**src/rtl/con_rx_pkg.sv**
```systemverilog
package con_rx_pkg;
    localparam int BUF_W  = 16;
    localparam int CHAR_W = 8;

    localparam int B_ERR  = 15;
    localparam int B_OVR  = 14;
    localparam int B_FRM  = 13;
    localparam int B_BRK  = 10;
    localparam int S_DONE = 7;
    localparam int S_IE   = 6;

    typedef enum logic {
        RX_EMPTY = 1'b0,
        RX_FULL  = 1'b1
    } rx_state_e;
endpackage

```
**src/rtl/con_rx_ctrl.sv**
```systemverilog
module con_rx_ctrl
    import con_rx_pkg::*;
(
    input  logic clk,
    input  logic rst_n,
    input  logic arrive,
    input  logic data_rd,
    input  logic st_wr,
    input  logic wr_ie,
    output logic done,
    output logic ie,
    output logic irq,
    output logic overrun
);
    rx_state_e state_q, state_d;
    logic      ie_q, ie_d, irq_q;

    // next-state logic
    always_comb begin
        state_d = state_q;
        unique case (state_q)
            RX_EMPTY: if (arrive) state_d = RX_FULL;                // FILL
            RX_FULL:  if (data_rd && !arrive) state_d = RX_EMPTY;   // DRAIN
            default:  state_d = RX_EMPTY;
        endcase
        ie_d = st_wr ? wr_ie : ie_q;
    end

    // state register
    always_ff @(posedge clk or negedge rst_n) begin
        if (!rst_n) state_q <= RX_EMPTY;
        else        state_q <= state_d;
    end

    // output registers
    always_ff @(posedge clk or negedge rst_n) begin
        if (!rst_n) begin
            ie_q  <= 1'b0;
            irq_q <= 1'b0;
        end else begin
            ie_q  <= ie_d;
            irq_q <= (state_d == RX_FULL) && ie_d;
        end
    end

    assign done    = (state_q == RX_FULL);
    assign ie      = ie_q;
    assign irq     = irq_q;
    assign overrun = arrive && (state_q == RX_FULL) && !data_rd;   // REFILL without read

    a_r3_irq_on_arrival: assert property (@(posedge clk) disable iff (!rst_n)
        (arrive && ((st_wr && wr_ie) || (!st_wr && ie_q))) |=> irq);
    a_r4_read_drains: assert property (@(posedge clk) disable iff (!rst_n)
        (data_rd && !arrive) |=> (!done && !irq));
    a_r5_ie_clear_drops_irq: assert property (@(posedge clk) disable iff (!rst_n)
        (st_wr && !wr_ie) |=> !irq);
    a_r6_late_enable: assert property (@(posedge clk) disable iff (!rst_n)
        (st_wr && wr_ie && done && !data_rd) |=> irq);
    a_r11_collision_stays_full: assert property (@(posedge clk) disable iff (!rst_n)
        (arrive && data_rd) |=> done);
endmodule

```
**src/rtl/con_rx_buffer.sv**
```systemverilog
module con_rx_buffer
    import con_rx_pkg::*;
(
    input  logic              clk,
    input  logic              rst_n,
    input  logic              arrive,
    input  logic              brk,
    input  logic [CHAR_W-1:0] char_in,
    input  logic              mode_8bit,
    input  logic              overrun,
    input  logic              data_rd,
    output logic [BUF_W-1:0]  buf_q
);
    localparam int HI_W = BUF_W - CHAR_W;

    logic [CHAR_W-1:0] char_m;
    logic [BUF_W-1:0]  load_v;

    always_comb begin
        char_m = char_in;
        if (!mode_8bit) char_m[CHAR_W-1] = 1'b0;
        load_v = '0;
        if (brk) begin
            load_v[B_ERR] = 1'b1;
            load_v[B_FRM] = 1'b1;
            load_v[B_BRK] = 1'b1;
        end else begin
            load_v[CHAR_W-1:0] = char_m;
        end
        if (overrun) begin
            load_v[B_ERR] = 1'b1;
            load_v[B_OVR] = 1'b1;
        end
    end

    always_ff @(posedge clk or negedge rst_n) begin
        if (!rst_n)       buf_q <= '0;
        else if (arrive)  buf_q <= load_v;
        else if (data_rd) buf_q <= {{HI_W{1'b0}}, buf_q[CHAR_W-1:0]};
    end

    a_r9_seven_bit: assert property (@(posedge clk) disable iff (!rst_n)
        (arrive && !mode_8bit) |=> !buf_q[CHAR_W-1]);
    a_r4_errors_cleared: assert property (@(posedge clk) disable iff (!rst_n)
        (data_rd && !arrive) |=> (buf_q[BUF_W-1:CHAR_W] == '0));
    a_r7_break_flags: assert property (@(posedge clk) disable iff (!rst_n)
        (arrive && brk) |=> (buf_q[B_ERR] && buf_q[B_FRM] && buf_q[B_BRK]));
endmodule

```
**src/rtl/con_rx_halt.sv**
```systemverilog
module con_rx_halt (
    input  logic clk,
    input  logic rst_n,
    input  logic arrive,
    input  logic brk,
    input  logic halt_en,
    output logic halt_req
);
    logic pulse_q;

    always_ff @(posedge clk or negedge rst_n) begin
        if (!rst_n) pulse_q <= 1'b0;
        else        pulse_q <= arrive && brk && halt_en;
    end

    assign halt_req = pulse_q;

    a_r8_halt_raised: assert property (@(posedge clk) disable iff (!rst_n)
        (arrive && brk && halt_en) |=> halt_req);
    a_r8_halt_single: assert property (@(posedge clk) disable iff (!rst_n)
        !(arrive && brk && halt_en) |=> !halt_req);
endmodule

```
**src/rtl/con_rx_regs.sv**
```systemverilog
module con_rx_regs
    import con_rx_pkg::*;
(
    input  logic              clk,
    input  logic              rst_n,
    input  logic              reg_sel,
    input  logic              reg_rd,
    input  logic              reg_wr,
    input  logic [BUF_W-1:0]  reg_wdata,
    output logic [BUF_W-1:0]  reg_rdata,
    input  logic              rx_valid,
    input  logic [CHAR_W-1:0] rx_data,
    input  logic              rx_break,
    input  logic              mode_8bit,
    input  logic              halt_en,
    output logic              irq,
    output logic              halt_req
);
    logic             data_rd, st_wr, done, ie, overrun;
    logic [BUF_W-1:0] buf_q, status_v;

    assign data_rd = reg_rd && reg_sel;
    assign st_wr   = reg_wr && !reg_sel;

    con_rx_ctrl u_ctrl (
        .clk     (clk),
        .rst_n   (rst_n),
        .arrive  (rx_valid),
        .data_rd (data_rd),
        .st_wr   (st_wr),
        .wr_ie   (reg_wdata[S_IE]),
        .done    (done),
        .ie      (ie),
        .irq     (irq),
        .overrun (overrun)
    );

    con_rx_buffer u_buf (
        .clk       (clk),
        .rst_n     (rst_n),
        .arrive    (rx_valid),
        .brk       (rx_break),
        .char_in   (rx_data),
        .mode_8bit (mode_8bit),
        .overrun   (overrun),
        .data_rd   (data_rd),
        .buf_q     (buf_q)
    );

    con_rx_halt u_halt (
        .clk      (clk),
        .rst_n    (rst_n),
        .arrive   (rx_valid),
        .brk      (rx_break),
        .halt_en  (halt_en),
        .halt_req (halt_req)
    );

    always_comb begin
        status_v         = '0;
        status_v[S_DONE] = done;
        status_v[S_IE]   = ie;
    end

    assign reg_rdata = reg_sel ? buf_q : status_v;

    a_r2_status_shape: assert property (@(posedge clk) disable iff (!rst_n)
        !reg_sel |-> ((reg_rdata & ~(16'h00C0)) == '0));
    a_r6_irq_level: assert property (@(posedge clk) disable iff (!rst_n)
        irq == (done && ie));
endmodule

```
**config.mk**
```make
export PLATFORM = sky130hd
export DESIGN_NAME = con_rx_regs
export DESIGN_NICKNAME = d
export VERILOG_FILES = /design/src/rtl/con_rx_pkg.sv /design/src/rtl/con_rx_ctrl.sv /design/src/rtl/con_rx_buffer.sv /design/src/rtl/con_rx_halt.sv /design/src/rtl/con_rx_regs.sv
export SDC_FILE = /design/constraint.sdc
export NUM_CORES = 1
export LEC_CHECK = 0
export ABC_AREA = 1
export BUFFER_PORTS_ARGS = -buffer_cell sky130_fd_sc_hd__buf_2
export CORE_MARGIN = 4
export CORE_UTILIZATION = 39
export CTS_BUF_LIST = sky130_fd_sc_hd__clkbuf_4 sky130_fd_sc_hd__clkbuf_8 sky130_fd_sc_hd__clkbuf_16
export CTS_CLUSTER_SIZE = 28
export DETAILED_ROUTE_END_ITERATION = 8
export MAX_ROUTING_LAYER = met4
export PLACE_DENSITY = 0.84
export SKIP_LAST_GASP = 1
export SLEW_MARGIN = 20
export SYNTH_ARGS = -nofsm -noshare
export SYNTH_HDL_FRONTEND = slang
export SYNTH_SLANG_ARGS = --single-unit
```
**constraint.sdc**
```tcl
create_clock -name clk -period 1 [get_ports clk]
set_clock_uncertainty 0.2 [all_clocks]
set_input_delay 0.15 -clock clk [delete_from_list [all_inputs] [get_ports clk]]
set_output_delay 0.15 -clock clk [all_outputs]
set_load 0.02 [all_outputs]
```
## After elaboration in Yosys (flattened, before gate mapping)

Index checks and enable logic that the tools add are counted.

| operators by class | value |
|---|---|
| mux-type cells | 11 |
| bitwise gates (word level) | 1 |
| reductions and logical operators | 12 |

Operator list:

| kind | number |
|---|---|
| 16-bit two-way mux | 3 |
| 1-bit logical AND | 8 |
| 8-bit two-way mux | 1 |
| 1-bit two-way mux | 5 |
| 1-bit zero test | 3 |
| 2-bit two-way mux | 1 |
| 1-bit case mux with 2 select lines | 1 |
| 2-bit nonzero test | 1 |
| 1-bit NOT | 1 |

| word-level totals | value |
|---|---|
| logic and storage cells | 30 |
| bits of input ports | 33 |
| register bits | 20 |
| output and inout bits | 18 |

## Depth between registers and ports, before layout

| logic depth | value |
|---|---|
| word-level depth | 5 |
| mapped depth | 5 |
| depth with buffers taken out | 5 |

## Modules after synthesis

From an unflattened synthesis, not the netlist that was laid out.

| second synthesis, totals | value |
|---|---|
| cell total of the unflattened synthesis | 116 |
| area, all modules | 817.0 µm² |

Modules (own cells, without submodules):

| module | instances | cells an instance | area each (µm²) |
|---|---|---|---|
| con_rx_buffer | 1 | 55 | 467.9 |
| con_rx_regs | 1 | 41 | 185.2 |
| con_rx_ctrl | 1 | 16 | 125.1 |
| con_rx_halt | 1 | 4 | 38.8 |

## Least setup slack after synthesis

OpenSTA, ideal clock, no wires.

| timing path | value |
|---|---|
| kind | register -> output |
| from | register u_ctrl.ie_q (netlist: u_ctrl.ie) |
| to | output port reg_rdata[6] |
| data required time | 650 ps |
| arrival time | 817 ps |
| path slack | -167 ps |
| stages on the path, launching flop included | 3 |
| cell sequence | dfrtp_1 inv_1 o21ai_0 |

| on the way | value |
|---|---|
| cells in the longest elaborated chain, start to end | 1 |

RTL lines:

| what | line | text |
|---|---|---|
| start: declaration | con_rx_ctrl.sv:16 | `logic ie_q, ie_d, irq_q;` |
| start signal: assignment | con_rx_ctrl.sv:41 | `ie_q <= ie_d;` |
| 16-bit two-way mux | con_rx_regs.sv:65 | `assign reg_rdata = reg_sel ? buf_q : status_v;` |
| end: declaration | con_rx_regs.sv:10 | `output logic [BUF_W-1:0] reg_rdata,` |

Every way passes these cells.

## Final worst setup path

| timing path | value |
|---|---|
| from | register u_buf.buf_q[6] |
| to | output port reg_rdata[6] |

| on the way | value |
|---|---|
| cells in the longest elaborated chain, start to end | 1 |

RTL lines:

| what | line | text |
|---|---|---|
| start: declaration | con_rx_buffer.sv:12 | `output logic [BUF_W-1:0] buf_q` |
| start signal: assignment | con_rx_buffer.sv:38 | `else if (arrive) buf_q <= load_v;` |
| start signal: assignment | con_rx_buffer.sv:39 | `else if (data_rd) buf_q <= {{HI_W{1'b0}}, buf_q[CHAR_W-1:0]};` |
| 16-bit two-way mux | con_rx_regs.sv:65 |  |

Every way passes these cells.

==> results by group <==
Outcome
  • Outcome: finished, violations left
  • Failing checks: negative hold slack, negative setup slack

Clocking
  • Root Buffer Master: clkbuf_4
  • Hold_buf cts: 11
  • CTS H-tree lvls: 1
  • Maximum buffer depth of the clock tree: 2
  • Clk_lat worst skew: 0.28 ns
  • Num CTS Buffers: 3
  • Clk sinks: 15
  • CTS tree: done
  • Clock-pin slew on the worst setup and hold paths: 0.09 ns

Power
  • Int Pwr: 1052 uW
  • Sw Pwr: 437.4 uW
  • Logic gate share of total power: 28.9%
  • Clk pwr share: 25.2%
  • Switching part of the total: 29.36%
  • Peak supply drop: 1.085 mV
  • Seq pwr share: 45.9%
  • LEAKAGE: 0.0007194 uW
  • Pwr/cell area: 1220 nW/um^2
  • Final Total Pwr: 1490 uW

STA
  • Final Hold Fails: 4
  • Slew Limit Fails: 0
  • Min cycle time layout: 1.321 ns
  • Final hold slack: -0.02476 ns
  • Final setup TNS: -3.714 ns
  • Final setup vio count: 18
  • Setup WS post-layout: -0.3205 ns
  • Tcrit/Tclk final: 132.1%
  • Maximum clock frequency: 757.3 MHz
  • RSZ-0062 raised after global routing: yes

Placement
  • I/O Buffers: 31
  • Final HPWL DP: 1.186 mm
  • GPL Wtd Cong: 0.7455
  • Placed cells: 150

Floorplan
  • Die height: 51.36 um
  • Core Region: 1745 um^2
  • Row count: 15
  • Die width: 51.36 um
  • Die ar.: 2638 um^2
  • Top Ports: 51
  • Initial Utilization: 42.01%

Cells and area
  • Fill cell count: 129
  • Diodes inserted: 0
  • Final core occ: 69.96%
  • Multi-input gate area: 280.3 um^2
  • Synthesis-to-layout area growth: 66.55%
  • Storage cell area: 375.4 um^2
  • Layout cells sized above 1: 38.10%
  • Final cell count without fillers: 172
  • Final nets: 181

Critical path
  • Reg2reg end: u_ctrl.done
  • Worst path depth: 3
  • Worst reg-to-reg setup slack: -0.06 ns
  • Worst r2r src: u_ctrl.done
  • Slowest CP cell: dfrtp_1
  • Arrival time at the worst endpoint: 0.97 ns
  • Setup Crit Path Kind: reg2out
  • CP Capture Type: output port
  • Crit-path leading delay family: flip-flops
  • Worst path required time: 0.65 ns
  • Worst R2R Path Depth: 3
  • Critical path fanouts, max: 2
  • Slowest stage delay, CP: 0.40 ns
  • Cell Chain, Critical Path: nand2_1 > o21ai_1 > buf_4
  • WP buf/inv: 1
  • Critical path startpoint category: flop

Min path
  • Worst Hold End: u_buf.buf_q[15]
  • Min-delay src: rx_break
  • Hold path cells: 3
  • Worst Hold Class: in2reg

Yosys
  • Gate count after technology mapping: 95
  • Synth Area per Inst: 7.718 um^2
  • FF+latch count, synth: 15
  • Yosys warnings: 0
  • Mapped Area: 733.2 um^2
  • Synth cell types: 10
  • Sequential area share after synthesis: 51.19%

Route
  • Count of antenna-violating nets left after detailed routing: 0
  • DRC errors left: 0
  • Total Wirelength: 1.950 mm
  • Initial DRC Count: 18
  • Vias per cell: 4.558
  • Avg WL per Cell: 11.34 um
  • Routed via count: 784
  • Drt first pass iters: 4

Global route
  • Vias in the first global route: 789
  • Antenna violations before repair: 0
  • First-pass GRT wire length: 3.146 mm
  • GRT Total Usage: 16.70%
  • Total global routing overflow: 0
  • Largest net degree at the start of global routing: 16

Flow run
  • Max-cap violations: 0
==> logic make-up after synthesis <==
kind of cell	share of synthesized area [%]
other cells	0.5115
buf+inv	16.89
simple gates	28.84
flops	51.19
compound gates	2.560
==> worst max path at each step <==
stage	startpoint	endpoint	slack [ns]
floorplan	u_ctrl.ie	reg_rdata[6]	-0.01
global placement	reg_sel	reg_rdata[7]	-0.09
detailed placement	reg_sel	reg_rdata[7]	-0.09
CTS	u_buf.buf_q[6]	reg_rdata[6]	-0.31
global route	u_buf.buf_q[6]	reg_rdata[6]	-0.38
finish	u_buf.buf_q[6]	reg_rdata[6]	-0.32
==> area by class of cell <==
| cell class | count | area share (%) |
|---|---|---|
| tap | 25 | 2.561 |
| inverter | 17 | 5.225 |
| clock buffer | 4 | 2.459 |
| sequential | 15 | 30.74 |
| multi-input combinational | 58 | 22.95 |
| timing repair buffer | 53 | 36.07 |
==> worst min-delay path, stage by stage <==
cell	delay [ns]
buf_2	0.09
nand2_1	0.10
nand3_2	0.09
==> metal layers <==
metal | vias to the layer above | global-route usage, % | wire [um]
li1 | 378 | - | -
met1 | 372 | 18.78 | 751
met2 | 29 | 26.69 | 1042
met3 | 5 | 2.624 | 103
met4 | 0 | 12.23 | 52
met5 | - | - | 0
==> sequential cells by signal (all words and copies together) (netlist names) <==
register	flops
u_ctrl.ie	1
u_halt.halt_req	1
u_ctrl.irq	1
u_buf.buf_q	11
u_ctrl.done	1
==> power groups by stage <==
stage                     logic (uW)  registers (uW)  clock network [uW]
after global placement           271             692                   0
after CTS                        395             681                 380
after floorplan                  176             698                   0
after detailed placement         278             694                   0
final                            431             683                 375
after global routing             470             689                 418
==> placed cells by master, fill, tap and decap left out, types with 2 or more instances in the layout <==
cell type / Yosys / final
nand3_2: 0 / 3
nand2_1: 34 / 34
buf_2: 0 / 15
nor2_1: 2 / 2
dfrtp_1: 15 / 15
buf_6: 0 / 14
dlygate4sd3_1: 0 / 11
o21ai_1: 0 / 2
clkbuf_4: 0 / 4
inv_1: 17 / 13
conb_1: 1 / 4
nand3_1: 14 / 10
inv_2: 0 / 4
buf_4: 8 / 13
==> cells in the mapped netlist <==
| cell type | n | share of area [%] |
|---|---|---|
| nand2_1 | 34 | 17 |
| a21oi_2 | 1 | 1.2 |
| buf_4 | 8 | 8.2 |
| nand3_1 | 14 | 9.6 |
| dfrtp_1 | 15 | 51 |
| nand2_2 | 1 | 0.85 |
| conb_1 | 1 | 0.51 |
| nor2_1 | 2 | 1.0 |
| o21ai_0 | 2 | 1.4 |
| inv_1 | 17 | 8.7 |
==> through the flow <==
stage               instance area, um^2  hold WS [ns]  setup WS [ns]
floorplan                         744.5       -0.3456       -0.01344
global placement                  900.9       -0.1410       -0.09013
detailed placement                900.9       -0.1284       -0.09341
CTS                                1175      -0.04259        -0.3129
global route                       1221      -0.02274        -0.3843
finish                             1221      -0.02476        -0.3205
==> what timing repair did <==
| action | 4_1_cts | 5_1_grt |
|---|---|---|
| setup endpoints to repair | 14 | 19 |
| pin swaps | 1 | 6 |
| gates resized for setup | 26 | 12 |
| setup buffers | 7 | 4 |
| endpoints found under the hold margin | 29 | 4 |
Power figures use the tool's default switching activity.
